## src/rtl/srx_pkg.sv

```systemverilog
package srx_pkg;
    localparam int unsigned CHAR_BITS = 8;

    typedef enum logic [2:0] {
        S_IDLE,
        S_START,
        S_DATA,
        S_NINTH,
        S_STOP,
        S_RECOVER,
        S_HALT
    } rx_state_t;

    typedef struct packed {
        logic       ferr;
        logic [8:0] data;
    } rx_entry_t;
endpackage

```

## src/rtl/srx_tick_gen.sv

```systemverilog
module srx_tick_gen #(
    parameter int unsigned DIV = 4
) (
    input  logic clk,
    input  logic rst_n,
    input  logic en,
    output logic tick
);
    localparam int unsigned DW = (DIV > 1) ? $clog2(DIV) : 1;
    localparam logic [DW-1:0] LAST = DW'(DIV - 1);

    logic [DW-1:0] cnt_q;

    always_ff @(posedge clk or negedge rst_n) begin
        if (!rst_n) begin
            cnt_q <= '0;
        end else if (!en || cnt_q == LAST) begin
            cnt_q <= '0;
        end else begin
            cnt_q <= cnt_q + 1'b1;
        end
    end

    assign tick = en && (cnt_q == LAST);

    // ticks never come back to back when the divider is above one
    p_tick_spacing_r2: assert property (@(posedge clk) disable iff (!rst_n)
        ((DIV > 1) && tick) |=> !tick);
endmodule

```

## src/rtl/srx_fifo.sv

```systemverilog
module srx_fifo
    import srx_pkg::*;
#(
    parameter int unsigned DEPTH = 2
) (
    input  logic      clk,
    input  logic      rst_n,
    input  logic      push,
    input  rx_entry_t push_entry,
    input  logic      pop,
    output rx_entry_t head,
    output logic      empty,
    output logic      full
);
    localparam int unsigned AW = (DEPTH > 1) ? $clog2(DEPTH) : 1;
    localparam logic [AW:0] CAP = (AW + 1)'(DEPTH);

    rx_entry_t   mem_q [DEPTH];
    logic [AW-1:0] wr_q, rd_q;
    logic [AW:0]   cnt_q;
    logic          do_push, do_pop;

    assign empty   = (cnt_q == '0);
    assign full    = (cnt_q == CAP);
    assign do_push = push && !full;
    assign do_pop  = pop && !empty;

    function automatic logic [AW-1:0] bump(input logic [AW-1:0] p);
        return (p == AW'(DEPTH - 1)) ? '0 : p + 1'b1;
    endfunction

    generate
        for (genvar g = 0; g < DEPTH; g++) begin : g_slot
            always_ff @(posedge clk or negedge rst_n) begin
                if (!rst_n) begin
                    mem_q[g] <= '0;
                end else if (do_push && wr_q == AW'(g)) begin
                    mem_q[g] <= push_entry;
                end
            end
        end
    endgenerate

    always_ff @(posedge clk or negedge rst_n) begin
        if (!rst_n) begin
            wr_q  <= '0;
            rd_q  <= '0;
            cnt_q <= '0;
        end else begin
            if (do_push) begin
                wr_q <= bump(wr_q);
            end
            if (do_pop) begin
                rd_q <= bump(rd_q);
            end
            unique case ({do_push, do_pop})
                2'b10:   cnt_q <= cnt_q + 1'b1;
                2'b01:   cnt_q <= cnt_q - 1'b1;
                default: cnt_q <= cnt_q;
            endcase
        end
    end

    assign head = empty ? '0 : mem_q[rd_q];

    p_count_bound_r6: assert property (@(posedge clk) disable iff (!rst_n)
        cnt_q <= CAP);
    p_no_push_full_r7: assert property (@(posedge clk) disable iff (!rst_n)
        push |-> !full);
    p_pop_drains_r6: assert property (@(posedge clk) disable iff (!rst_n)
        (do_pop && !do_push) |=> (cnt_q == $past(cnt_q) - 1'b1));
endmodule

```

## src/rtl/srx_frame_fsm.sv

```systemverilog
module srx_frame_fsm
    import srx_pkg::*;
#(
    parameter int unsigned OVS = 16
) (
    input  logic      clk,
    input  logic      rst_n,
    input  logic      rx_en,
    input  logic      nine_bit,
    input  logic      addr_only,
    input  logic      tick,
    input  logic      rx_s,
    input  logic      fifo_full,
    output logic      push,
    output rx_entry_t push_entry,
    output logic      overrun
);
    localparam int unsigned CW = $clog2(OVS);
    localparam logic [CW-1:0] MID  = CW'(OVS / 2 - 1);
    localparam logic [CW-1:0] LAST = CW'(OVS - 1);
    localparam int unsigned BW = $clog2(CHAR_BITS);

    rx_state_t state_q, state_d;
    logic [CW-1:0]        cnt_q;
    logic [BW-1:0]        bit_q;
    logic [CHAR_BITS-1:0] shreg_q;
    logic                 ninth_q;
    logic                 mid_start, bit_end, stop_end, keep;

    assign mid_start = tick && (cnt_q == MID);
    assign bit_end   = tick && (cnt_q == LAST);
    assign stop_end  = (state_q == S_STOP) && bit_end;
    assign keep      = !(addr_only && nine_bit && !ninth_q);

    // state register
    always_ff @(posedge clk or negedge rst_n) begin
        if (!rst_n) begin
            state_q <= S_IDLE;
        end else begin
            state_q <= state_d;
        end
    end

    // transitions
    always_comb begin
        state_d = state_q;
        unique case (state_q)
            S_IDLE: begin
                if (tick && !rx_s) state_d = S_START;
            end
            S_START: begin
                if (mid_start) state_d = rx_s ? S_IDLE : S_DATA;
            end
            S_DATA: begin
                if (bit_end && bit_q == BW'(CHAR_BITS - 1)) begin
                    state_d = nine_bit ? S_NINTH : S_STOP;
                end
            end
            S_NINTH: begin
                if (bit_end) state_d = S_STOP;
            end
            S_STOP: begin
                if (bit_end) begin
                    if (keep && fifo_full) state_d = S_HALT;
                    else                   state_d = rx_s ? S_IDLE : S_RECOVER;
                end
            end
            S_RECOVER: begin
                if (rx_s) state_d = S_IDLE;
            end
            S_HALT: begin
                state_d = S_HALT;
            end
            default: state_d = S_IDLE;
        endcase
        if (!rx_en) state_d = S_IDLE;
    end

    // sample counter, bit index and shift register
    always_ff @(posedge clk or negedge rst_n) begin
        if (!rst_n) begin
            cnt_q   <= '0;
            bit_q   <= '0;
            shreg_q <= '0;
            ninth_q <= 1'b0;
        end else if (!rx_en) begin
            cnt_q <= '0;
            bit_q <= '0;
        end else if (tick) begin
            unique case (state_q)
                S_START: begin
                    cnt_q <= (cnt_q == MID) ? '0 : cnt_q + 1'b1;
                    bit_q <= '0;
                end
                S_DATA: begin
                    if (cnt_q == LAST) begin
                        cnt_q   <= '0;
                        shreg_q <= {rx_s, shreg_q[CHAR_BITS-1:1]};
                        bit_q   <= bit_q + 1'b1;
                    end else begin
                        cnt_q <= cnt_q + 1'b1;
                    end
                end
                S_NINTH: begin
                    if (cnt_q == LAST) ninth_q <= rx_s;
                    cnt_q <= (cnt_q == LAST) ? '0 : cnt_q + 1'b1;
                end
                S_STOP: begin
                    cnt_q <= (cnt_q == LAST) ? '0 : cnt_q + 1'b1;
                end
                default: begin
                    cnt_q <= '0;
                end
            endcase
        end
    end

    // outputs
    always_comb begin
        push            = rx_en && stop_end && keep && !fifo_full;
        push_entry.ferr = !rx_s;
        push_entry.data = {nine_bit ? ninth_q : 1'b0, shreg_q};
        overrun         = (state_q == S_HALT);
    end

    p_ninth_zero_r2: assert property (@(posedge clk) disable iff (!rst_n)
        (push && !nine_bit) |-> !push_entry.data[8]);
    p_addr_filter_r8: assert property (@(posedge clk) disable iff (!rst_n)
        (push && nine_bit && addr_only) |-> push_entry.data[8]);
    p_halt_sticky_r7: assert property (@(posedge clk) disable iff (!rst_n)
        (overrun && rx_en) |=> overrun);
    p_disabled_idle_r10: assert property (@(posedge clk) disable iff (!rst_n)
        !rx_en |=> (state_q == S_IDLE));
    p_push_from_stop_r6: assert property (@(posedge clk) disable iff (!rst_n)
        push |-> (state_q == S_STOP));
endmodule

```

## src/rtl/serial_rx_core.sv

```systemverilog
module serial_rx_core
    import srx_pkg::*;
#(
    parameter int unsigned TICK_DIV = 4,
    parameter int unsigned OVS      = 16,
    parameter int unsigned DEPTH    = 2
) (
    input  logic       clk,
    input  logic       rst_n,
    input  logic       rx_en,
    input  logic       nine_bit,
    input  logic       addr_only,
    input  logic       rx_line,
    input  logic       pop,
    output logic [8:0] head_data,
    output logic       head_ferr,
    output logic       rx_irq,
    output logic       overrun
);
    logic      tick, rx_s, sync_a, push, fifo_full, fifo_empty;
    rx_entry_t push_entry, head;

    always_ff @(posedge clk or negedge rst_n) begin
        if (!rst_n) begin
            sync_a <= 1'b1;
            rx_s   <= 1'b1;
        end else begin
            sync_a <= rx_line;
            rx_s   <= sync_a;
        end
    end

    srx_tick_gen #(.DIV(TICK_DIV)) u_tick (
        .clk   (clk),
        .rst_n (rst_n),
        .en    (rx_en),
        .tick  (tick)
    );

    srx_frame_fsm #(.OVS(OVS)) u_fsm (
        .clk        (clk),
        .rst_n      (rst_n),
        .rx_en      (rx_en),
        .nine_bit   (nine_bit),
        .addr_only  (addr_only),
        .tick       (tick),
        .rx_s       (rx_s),
        .fifo_full  (fifo_full),
        .push       (push),
        .push_entry (push_entry),
        .overrun    (overrun)
    );

    srx_fifo #(.DEPTH(DEPTH)) u_fifo (
        .clk        (clk),
        .rst_n      (rst_n),
        .push       (push),
        .push_entry (push_entry),
        .pop        (pop),
        .head       (head),
        .empty      (fifo_empty),
        .full       (fifo_full)
    );

    assign head_data = head.data;
    assign head_ferr = head.ferr;
    assign rx_irq    = !fifo_empty;

    // an interrupt raised by a push stays up while nothing pops
    p_irq_holds_r9: assert property (@(posedge clk) disable iff (!rst_n)
        (rx_irq && !pop) |=> rx_irq);
endmodule

```

## config.mk

```make
export PLATFORM = sky130hd
export DESIGN_NAME = serial_rx_core
export DESIGN_NICKNAME = d
export VERILOG_FILES = /design/src/rtl/srx_pkg.sv /design/src/rtl/srx_tick_gen.sv /design/src/rtl/srx_fifo.sv /design/src/rtl/srx_frame_fsm.sv /design/src/rtl/serial_rx_core.sv
export SDC_FILE = /design/constraint.sdc
export NUM_CORES = 1
export LEC_CHECK = 0
export BUFFER_PORTS_ARGS = -buffer_cell sky130_fd_sc_hd__buf_2
export CORE_MARGIN = 8
export CORE_UTILIZATION = 64
export DETAILED_ROUTE_END_ITERATION = 8
export GPL_TIMING_DRIVEN = 1
export PLACE_DENSITY = 0.82
export SYNTH_ARGS = -nofsm -noshare
export SYNTH_HDL_FRONTEND = slang
export SYNTH_SLANG_ARGS = --single-unit
```

## constraint.sdc

```tcl
create_clock -name clk -period 4.6 [get_ports clk]
set_clock_uncertainty 0.15 [all_clocks]
set_input_delay 0.92 -clock clk [delete_from_list [all_inputs] [get_ports clk]]
set_output_delay 0.92 -clock clk [all_outputs]
set_load 0.02 [all_outputs]
```

==> flow_metrics.py, run 1 <==
metrics = {
    "final_layout": {
        "final_cells": 262,
        "n_antenna_cell": 0,
        "fin_nets": 225,
        "drive_above_1_share_pct": 29.0,
        "syn2layout_area_growth_pct": 9.60,
        "fillers": 258,
    },
    "routing": {
        "routed_wl_um": 4600,
        "vias_per_cell": 5.97,
        "routedWlPerCell_um": 17.5,
        "vias": 1564,
        "drc_errors": 0,
        "ant_nets": 0,
        "drtIter0Drc": 106,
        "drtPass1Iterations": 4,
    },
    "setup_path": {
        "cpPeakStageDelay_ns": 0.64,
        "slowest_stage": "nor2_1",
        "critPathTopFamily": "simple AND/OR/NAND/NOR gates",
        "r2r_start": "u_fsm.state_q[1]",
        "crit_chain": "nor2_1, nor2_1, buf_2",
        "critPathBufInv": 1,
        "start_kind": "register",
        "cp_common_cell": "nor2_1",
        "crit_start": "u_fifo.cnt_q[0]",
        "crit_arrival_ns": 1.74,
        "path_class": "register to output pin",
        "required_ns": 3.53,
        "crit_fanout": 12,
        "crit_path_end_kind": "output pin",
    },
    "pwr": {
        "leakage_uw": 0.00133,
        "total_power_uw": 916,
        "irDropWorstVdd_mv": 0.205,
        "powerDensity_mw_per_mm2": 345,
    },
    "floorplanning": {
        "initial_utilization_pct": 66.2,
        "die_w_um": 77.6,
        "fp.coreArea_mm2": 0.00366,
        "dieArea_mm2": 0.00601,
        "fp.dieH_um": 77.6,
        "io_pins": 19,
        "placementRows": 22,
    },
    "clock_tree": {
        "cts_buffers": 5,
        "cts-root-buf": "clkbuf_8",
        "path_clk_slew_ns": 0.08,
        "clk_latency_ns": 0.30,
        "cts_max_path_buffers": 2,
        "cts.sinks": 47,
        "cts_resized": 0,
        "htreeDepth": 2,
        "postCtsSetupBuffers": 0,
        "hold_buffers": 0,
        "cts_tree": "yes",
    },
    "grt": {
        "grt_first_pass_wirelength_um": 7790,
        "grt-ovfl-total": 0,
        "track_usage_pct": 16.1,
        "grt_max_degree": 48,
        "antenna_found_initial": 0,
        "first_global_vias": 1606,
    },
    "yosys": {
        "ys_types": 46,
        "ys.flop_type": "dfrtp_1",
        "synthArstFlopShare_pct": 100,
        "yosysWarnings": 0,
        "synth-seq-area-share_pct": 48.6,
        "yosysTopAreaCellShare_pct": 46.4,
        "syn-num-nets": 209,
        "ys_top_cells_by_area": "dfrtp_1, mux2_4, mux2i_1, mux2_2, nor2_1",
        "avgSynthCellArea_um2": 12.3,
        "synthCells": 197,
        "synth_area_leader_cell": "dfrtp_1",
        "synth_common_cells": "dfrtp_1, mux2_4, nor2_1",
        "synth_most_common_cell": "dfrtp_1",
        "synth_area_mm2": 0.00242,
        "ys_seq_elements": 47,
        "synth_edf_count": 0,
    },
    "sta": {
        "rsz0062_at_grt": "no",
        "fmax_mhz": 356,
        "setup_tns_ns": 0,
        "worst_slew_pin_slew_ns": 1.15,
        "slew_headroom_pct": 22.9,
        "hold_viol": 0,
        "min_period_ns": 2.81,
        "slew_viol_final": 0,
        "fin_crit_sh_pct": 61.0,
        "setup_viol": 0,
    },
    "placed_design": {
        "place_hpwl_um": 3180,
        "placedCellCount": 254,
        "numPortBuffers": 18,
        "place_congestion": 0.826,
    },
    "run_status": {
        "status": "completed",
    },
    "min_path": {
        "min_path_type": "register to register",
        "hold_start": "sync_a",
    },
    "job": {
        "maxCapViolations": 0,
    },
}
-- cell type report --
type                            instances  area (um2)  share of cell area (%)
Clock buffer                            6        82.6                    3.11
Multi-Input combinational cell        135        1180                    44.6
Clock inverter                          2        38.8                    1.46
Tap cell                               48        60.1                    2.26
Inverter                                6        22.5                   0.847
Sequential cell                        47        1180                    44.4
Timing Repair Buffer                   18        90.1                    3.39
-- where the power goes --
part           switching, uW  total (uW)  internal, uW
Sequential              41.4         473           431
Clock                    139         318           179
Combinational           69.4         126          56.2
Total                    250         916           666
-- sequential cells by signal (all words and copies together), names as in the netlist --
register	cells
rx_s	1
sync_a	1
u_fifo.cnt_q	2
u_fifo.mem_q	20
u_fifo.rd_q	1
u_fifo.wr_q	1
u_fsm.bit_q	3
u_fsm.cnt_q	4
u_fsm.ninth_q	1
u_fsm.shreg_q	8
u_fsm.state_q	3
u_tick.cnt_q	2
-- worst paths after layout --
| check | slack, ns | end | cells after the start |
|---|---|---|---|
| max | 1.79 | head_data[7] | 3 |
| min | 0.21 | rx_s | 0 |
| max reg2reg | 1.90 | u_fsm.shreg_q[6] | 3 |
| min reg2reg | 0.21 | rx_s | 0 |
| max in group asynchronous | 3.05 | u_fsm.cnt_q[3] | 1 |
| min in group asynchronous | 0.64 | u_fsm.state_q[2] | 1 |
-- worst reg2reg max path: cells and delay by family (launching register included) --
kind | cells | cell delay, ns
muxes | 1 | 0.43
and+or+nand+nor | 2 | 1.34
DFF | 1 | 0.67
-- cells in the final DEF, fill, tap and decap left out, types with 4 or more instances in the layout --
cell | netlist | routed
mux2i_1 | 13 | 13
inv_1 | 6 | 6
ha_1 | 5 | 5
nand2_1 | 9 | 9
nor2b_1 | 5 | 5
buf_2 | 3 | 18
nor2_1 | 17 | 17
mux2_2 | 9 | 9
nand2b_1 | 5 | 5
mux2_4 | 20 | 20
xnor2_1 | 4 | 4
clkbuf_8 | 0 | 6
a21oi_1 | 6 | 6
o21ai_0 | 6 | 6
dfrtp_1 | 45 | 45
-- metrics by stage --
step / cell area [um2] / hold WS (ns) / util, % / setup slack, ns
6_report: 2660 / 0.209 / 72.6 / 1.79
3_5_place_dp: 2540 / 0.198 / 69.3 / 1.75
4_1_cts: 2660 / 0.209 / 72.6 / 1.80
2_1_floorplan: 2420 / 0.195 / - / 2.11
3_3_place_gp: 2540 / 0.196 / 69.3 / 1.80
5_1_grt: 2660 / 0.216 / 72.6 / 1.68
-- cells by family (layout without fill, tap and decap cells) --
group | after synthesis | in the layout | synth area share [%]
adders and majority gates | 5 | 5 | 2.58
and+or+nand+nor | 55 | 55 | 14.1
buffers and inverters | 15 | 32 | 2.79
xor gates and xnor gates | 6 | 6 | 2.17
AOI/OAI and AO/OA | 26 | 26 | 7.38
DFF | 47 | 47 | 48.6
muxes | 43 | 43 | 22.4
-- metal layers --
metal  vias up  part of all wire (%)  global-route usage [%]
met1       793                    42                    19.2
met5         -                     0                       0
met2        31                    52                    26.9
met3         9                   3.9                    3.34
li1        731                     -                       -
met4         0                   2.0                    8.11
(Power assumes the default switching activity.)
==> inputs of run 2 (changes only) <==
--- a/config.mk
+++ b/config.mk
@@ -7,10 +7,10 @@
 export LEC_CHECK = 0
 export BUFFER_PORTS_ARGS = -buffer_cell sky130_fd_sc_hd__buf_2
 export CORE_MARGIN = 8
-export CORE_UTILIZATION = 64
+export CORE_UTILIZATION = 53
 export DETAILED_ROUTE_END_ITERATION = 8
 export GPL_TIMING_DRIVEN = 1
-export PLACE_DENSITY = 0.82
+export PLACE_DENSITY = 0.73
 export SYNTH_ARGS = -nofsm -noshare
 export SYNTH_HDL_FRONTEND = slang
 export SYNTH_SLANG_ARGS = --single-unit
==> constraint.sdc (replaced) <==
create_clock -name clk -period 2.45 [get_ports clk]
set_clock_uncertainty 0.15 [all_clocks]
set_input_delay 0.49 -clock clk [delete_from_list [all_inputs] [get_ports clk]]
set_output_delay 0.49 -clock clk [all_outputs]
set_load 0.02 [all_outputs]
==> flow_metrics.py, run 2 (synthesized netlist as in run 1, its figures left out) <==
metrics = {
    "clock_tree": {
        "postCtsSetupBuffers": 0,
        "cts.sinks": 47,
        "cts_buffers": 5,
        "cts_resized": 0,
        "clk_latency_ns": 0.30,
        "htreeDepth": 2,
        "cts-root-buf": "clkbuf_8",
        "path_clk_slew_ns": 0.08,
        "hold_buffers": 0,
        "cts_tree": "yes",
        "cts_max_path_buffers": 2,
    },
    "setup_path": {
        "crit_arrival_ns": 2.29,
        "crit_fanout": 10,
        "start_kind": "register",
        "slowest_stage": "dfrtp_1",
        "cpPeakStageDelay_ns": 0.43,
        "r2r-end": "u_fifo.mem_q[5]",
        "crit_path_end_kind": "register",
        "required_ns": 2.48,
        "rrSetupSlack_ns": 0.19,
        "r2r_cells": 6,
        "crit_chain": "ha_1, nand3_2, nand4bb_4, or3b_1, buf_4, mux2_4",
        "r2r_start": "u_fsm.cnt_q[0]",
        "path_class": "register to register",
    },
    "min_path": {
        "min_path_type": "primary input to async pin",
    },
    "routing": {
        "ant_nets": 0,
        "drt-met1-wl_um": 1930,
        "drtPass1Iterations": 4,
        "routedWlPerCell_um": 16.5,
        "wl_met2_um": 2300,
        "vias_per_cell": 5.74,
        "wl_met3_um": 217,
        "routed.top_layer": "met4",
        "drtIter0Drc": 86,
        "drc_errors": 0,
        "routed_wl_um": 4550,
        "vias": 1584,
    },
    "floorplanning": {
        "fp.coreArea_mm2": 0.00438,
        "placementRows": 24,
        "fp.dieH_um": 83.6,
        "dieArea_mm2": 0.00700,
        "io_pins": 19,
        "initial_utilization_pct": 55.3,
        "die_w_um": 83.6,
    },
    "final_layout": {
        "largest_register_ffs": 20,
        "fillers": 346,
        "top_regs": "u_fifo.mem_q: 20 flops, u_fsm.shreg_q: 8 flops, u_fsm.cnt_q: 4 flops",
        "layout_common_cells": "dfrtp_1, mux2_4, buf_2",
        "n_antenna_cell": 0,
        "syn2layout_area_growth_pct": 13.4,
        "post-route-util_pct": 62.7,
        "fin_nets": 235,
        "drive_above_1_share_pct": 31.7,
        "final_common_cell": "dfrtp_1",
        "top_register": "u_fifo.mem_q",
    },
    "pwr": {
        "net-switching-power_uw": 464,
        "switching_share_pct": 25.8,
        "combPwrFrac_pct": 14.3,
        "pwr-share-clk_pct": 36.6,
        "leakage_uw": 0.00139,
        "irDropWorstVdd_mv": 0.312,
        "p_int_uw": 1340,
        "pwr-share-seq_pct": 49.1,
        "powerDensity_mw_per_mm2": 655,
    },
    "sta": {
        "hold_viol": 0,
        "min_period_ns": 2.26,
        "fin_crit_sh_pct": 92.1,
        "rsz0062_at_grt": "no",
        "hold-worst-slack_ns": 0.115,
        "slew_headroom_pct": 58.2,
        "setup_tns_ns": 0,
        "worst_slew_pin_slew_ns": 0.627,
        "setup_viol": 0,
        "fmax_mhz": 443,
        "slew_viol_final": 0,
    },
    "placed_design": {
        "place_hpwl_um": 3150,
        "numPortBuffers": 18,
        "place_congestion": 0.913,
    },
    "run_status": {
        "status": "completed",
    },
    "grt": {
        "track_usage_pct": 13.4,
        "grt_first_pass_wirelength_um": 7730,
        "grt_max_degree": 48,
        "antenna_found_initial": 0,
        "first_global_vias": 1591,
        "grt-ovfl-total": 0,
    },
    "job": {
        "maxCapViolations": 0,
    },
}
run 2: power by group through the flow:
| stage | Combinational [uW] | Sequential, uW | Clock, uW |
|---|---|---|---|
| after global routing | 285 | 892 | 709 |
| final | 257 | 884 | 660 |
| after CTS | 263 | 886 | 679 |
| after detailed placement | 257 | 901 | 0 |
| after global placement | 251 | 897 | 0 |
| after floorplan | 218 | 852 | 0 |
run 2: metal layers:
| layer | vias up | track usage [%] |
|---|---|---|
| met2 | 42 | 22.4 |
| met5 | - | 0 |
| li1 | 748 | - |
| met3 | 10 | 3.91 |
| met4 | 0 | 5.49 |
| met1 | 784 | 15.5 |
run 2: cell type report:
class | instances | area [um2] | area share, %
clock buffer | 6 | 72.6 | 2.64
clock inverter | 2 | 60.1 | 2.18
inverter | 6 | 22.5 | 0.819
multi-input combinational | 135 | 1180 | 43.1
sequential | 47 | 1180 | 42.9
tap | 52 | 65.1 | 2.37
timing repair buffer | 28 | 165 | 6.01
run 2: worst max-delay path by stage:
stage / to / start / slack [ns]
finish: u_fifo.mem_q[5] / u_fsm.cnt_q[0] / 0.19
global route: u_fifo.mem_q[5] / u_fsm.cnt_q[0] / 0.09
CTS: u_fifo.mem_q[5] / u_fsm.cnt_q[0] / 0.20
detailed placement: u_fifo.mem_q[0] / u_fsm.cnt_q[0] / 0.22
global placement: u_fifo.mem_q[5] / rx_en / 0.28
floorplan: u_fifo.mem_q[0] / rx_en / 0.39
run 2: worst max-delay path: cells and delay by family (launching register included):
| kind | cells | cell delay, ns |
|---|---|---|
| buf+inv | 1 | 0.21 |
| fa+ha+maj | 1 | 0.24 |
| flops | 1 | 0.43 |
| simple gates | 3 | 0.81 |
| mux | 1 | 0.31 |
run 2: through the flow:
step	worst slack [ns]	cells	total power (uW)	area, um2
after floorplan	0.387	197	1070	2420
after CTS	0.201	276	1830	2750
after detailed placement	0.215	268	1160	2620
after global routing	0.0871	276	1890	2750
after global placement	0.281	268	1150	2620
final	0.193	276	1800	2750
==> inputs of run 3 (changes only) <==
--- a/config.mk
+++ b/config.mk
@@ -6,11 +6,12 @@
 export NUM_CORES = 1
 export LEC_CHECK = 0
 export BUFFER_PORTS_ARGS = -buffer_cell sky130_fd_sc_hd__buf_2
+export CORE_ASPECT_RATIO = 1.25
 export CORE_MARGIN = 8
-export CORE_UTILIZATION = 53
+export CORE_UTILIZATION = 45
 export DETAILED_ROUTE_END_ITERATION = 8
 export GPL_TIMING_DRIVEN = 1
-export PLACE_DENSITY = 0.73
+export PLACE_DENSITY = 0.65
 export SYNTH_ARGS = -nofsm -noshare
 export SYNTH_HDL_FRONTEND = slang
 export SYNTH_SLANG_ARGS = --single-unit
==> flow_metrics.py, run 3 (synthesized netlist as in run 1, its figures left out) <==
metrics = {
    "run_status": {
        "status": "complete, but fails checks",
        "violations": "hold timing",
    },
    "grt": {
        "track_usage_pct": 12.0,
        "first_global_vias": 1597,
        "antenna_found_initial": 0,
        "grt-ovfl-total": 0,
        "grt_max_degree": 23,
        "grt_first_pass_wirelength_um": 7730,
    },
    "floorplanning": {
        "fp.coreArea_mm2": 0.00533,
        "placementRows": 30,
        "io_pins": 19,
        "initial_utilization_pct": 45.5,
        "die_w_um": 81.7,
        "fp.dieH_um": 98.1,
        "dieArea_mm2": 0.00801,
    },
    "sta": {
        "fin_ws_ns": 0.250,
        "min_period_ns": 2.20,
        "setup_tns_ns": 0,
        "setup_viol": 0,
        "hold_viol": 12,
        "slew_headroom_pct": 59.8,
        "fmax_mhz": 455,
        "slew_viol_final": 0,
        "hold-worst-slack_ns": -0.0123,
        "fin_crit_sh_pct": 89.8,
        "worst_slew_pin_slew_ns": 0.603,
        "rsz0062_at_grt": "no",
    },
    "clock_tree": {
        "cts_buffers": 5,
        "htreeDepth": 2,
        "cts_max_path_buffers": 2,
        "clk_latency_ns": 0.30,
        "cts_resized": 0,
        "cts-root-buf": "clkbuf_8",
        "cts.sinks": 47,
        "path_clk_slew_ns": 0.10,
        "postCtsSetupBuffers": 0,
        "hold_buffers": 0,
        "cts_tree": "yes",
    },
    "job": {
        "maxCapViolations": 0,
    },
    "final_layout": {
        "final_common_cell": "dfrtp_1",
        "fin_nets": 236,
        "n_antenna_cell": 0,
        "layout_common_cells": "dfrtp_1, mux2_4, buf_2",
        "syn2layout_area_growth_pct": 12.9,
        "top_regs": "u_fifo.mem_q: 20 flops, u_fsm.shreg_q: 8 flops, u_fsm.cnt_q: 4 flops",
        "fillers": 486,
        "drive_above_1_share_pct": 32.4,
        "largest_register_ffs": 20,
        "top_register": "u_fifo.mem_q",
    },
    "setup_path": {
        "start_kind": "register",
        "cpPeakStageDelay_ns": 0.41,
        "required_ns": 2.49,
        "critPathTopFamily": "simple AND/OR/NAND/NOR gates",
        "r2r_cells": 6,
        "crit_path_end_kind": "register",
        "r2r_start": "u_fsm.cnt_q[0]",
        "path_class": "register to register",
        "crit_fanout": 10,
        "critPathBufInv": 1,
        "slowest_stage": "dfrtp_1",
        "rrSetupSlack_ns": 0.25,
        "r2r-end": "u_fifo.mem_q[4]",
        "crit_arrival_ns": 2.24,
        "crit_chain": "ha_1, nand3_2, nand4bb_4, or3b_1, buf_4, mux2_4",
    },
    "routing": {
        "drtIter0Drc": 49,
        "drc_errors": 0,
        "ant_nets": 0,
        "routed_wl_um": 4380,
        "vias": 1571,
        "vias_per_cell": 5.44,
        "routedWlPerCell_um": 15.1,
        "drtPass1Iterations": 4,
    },
    "pwr": {
        "irDropWorstVdd_mv": 0.390,
        "leakage_uw": 0.00138,
        "powerDensity_mw_per_mm2": 598,
    },
    "placed_design": {
        "place_congestion": 0.827,
        "place_hpwl_um": 3220,
        "numPortBuffers": 18,
        "pre_cts_slack_ns": 0.227,
    },
    "min_path": {
        "min_path_type": "primary input to async pin",
    },
}
run 3: worst max path at each step:
stage	slack, ns	from	endpoint	cells past startpoint
floorplan	0.39	rx_en	u_fifo.mem_q[0]	6
global placement	0.27	rx_en	u_fifo.mem_q[4]	6
detailed placement	0.23	rx_en	u_fifo.mem_q[6]	6
CTS	0.24	u_fsm.cnt_q[0]	u_fifo.mem_q[4]	6
global route	0.17	u_fsm.cnt_q[0]	u_fifo.mem_q[5]	6
finish	0.25	u_fsm.cnt_q[0]	u_fifo.mem_q[4]	6
run 3: where the power goes:
group | switching (uW) | leakage, uW | internal (uW) | total (uW)
clock network | 269 | 0.0000474 | 231 | 499
registers | 73.9 | 0.000641 | 810 | 883
logic | 135 | 0.000687 | 120 | 255
run 3: stage by stage:
stage | util, % | cell area (um2) | std cells | total power (uW)
floorplan | - | 2420 | 197 | 1070
global placement | 49.5 | 2640 | 281 | 1160
detailed placement | 49.5 | 2640 | 281 | 1160
CTS | 51.4 | 2740 | 289 | 1660
global route | 51.4 | 2740 | 289 | 1720
finish | 51.4 | 2740 | 289 | 1640
run 3: cell type report:
class	count	area (um2)	share of cell area, %
timing repair buffer	29	173	6.31
inverter	6	22.5	0.823
sequential	47	1180	43.1
clock buffer	6	82.6	3.02
multi-input combinational	135	1180	43.3
tap	64	80.1	2.93
clock inverter	2	16.3	0.594
run 3: metal layers:
layer / vias up / GRT usage (%) / routed length (um)
li1: 756 / - / -
met1: 789 / 14.9 / 1970
met2: 18 / 19.7 / 2170
met3: 8 / 2.85 / 159
met4: 0 / 4.07 / 75
met5: - / 0 / 0
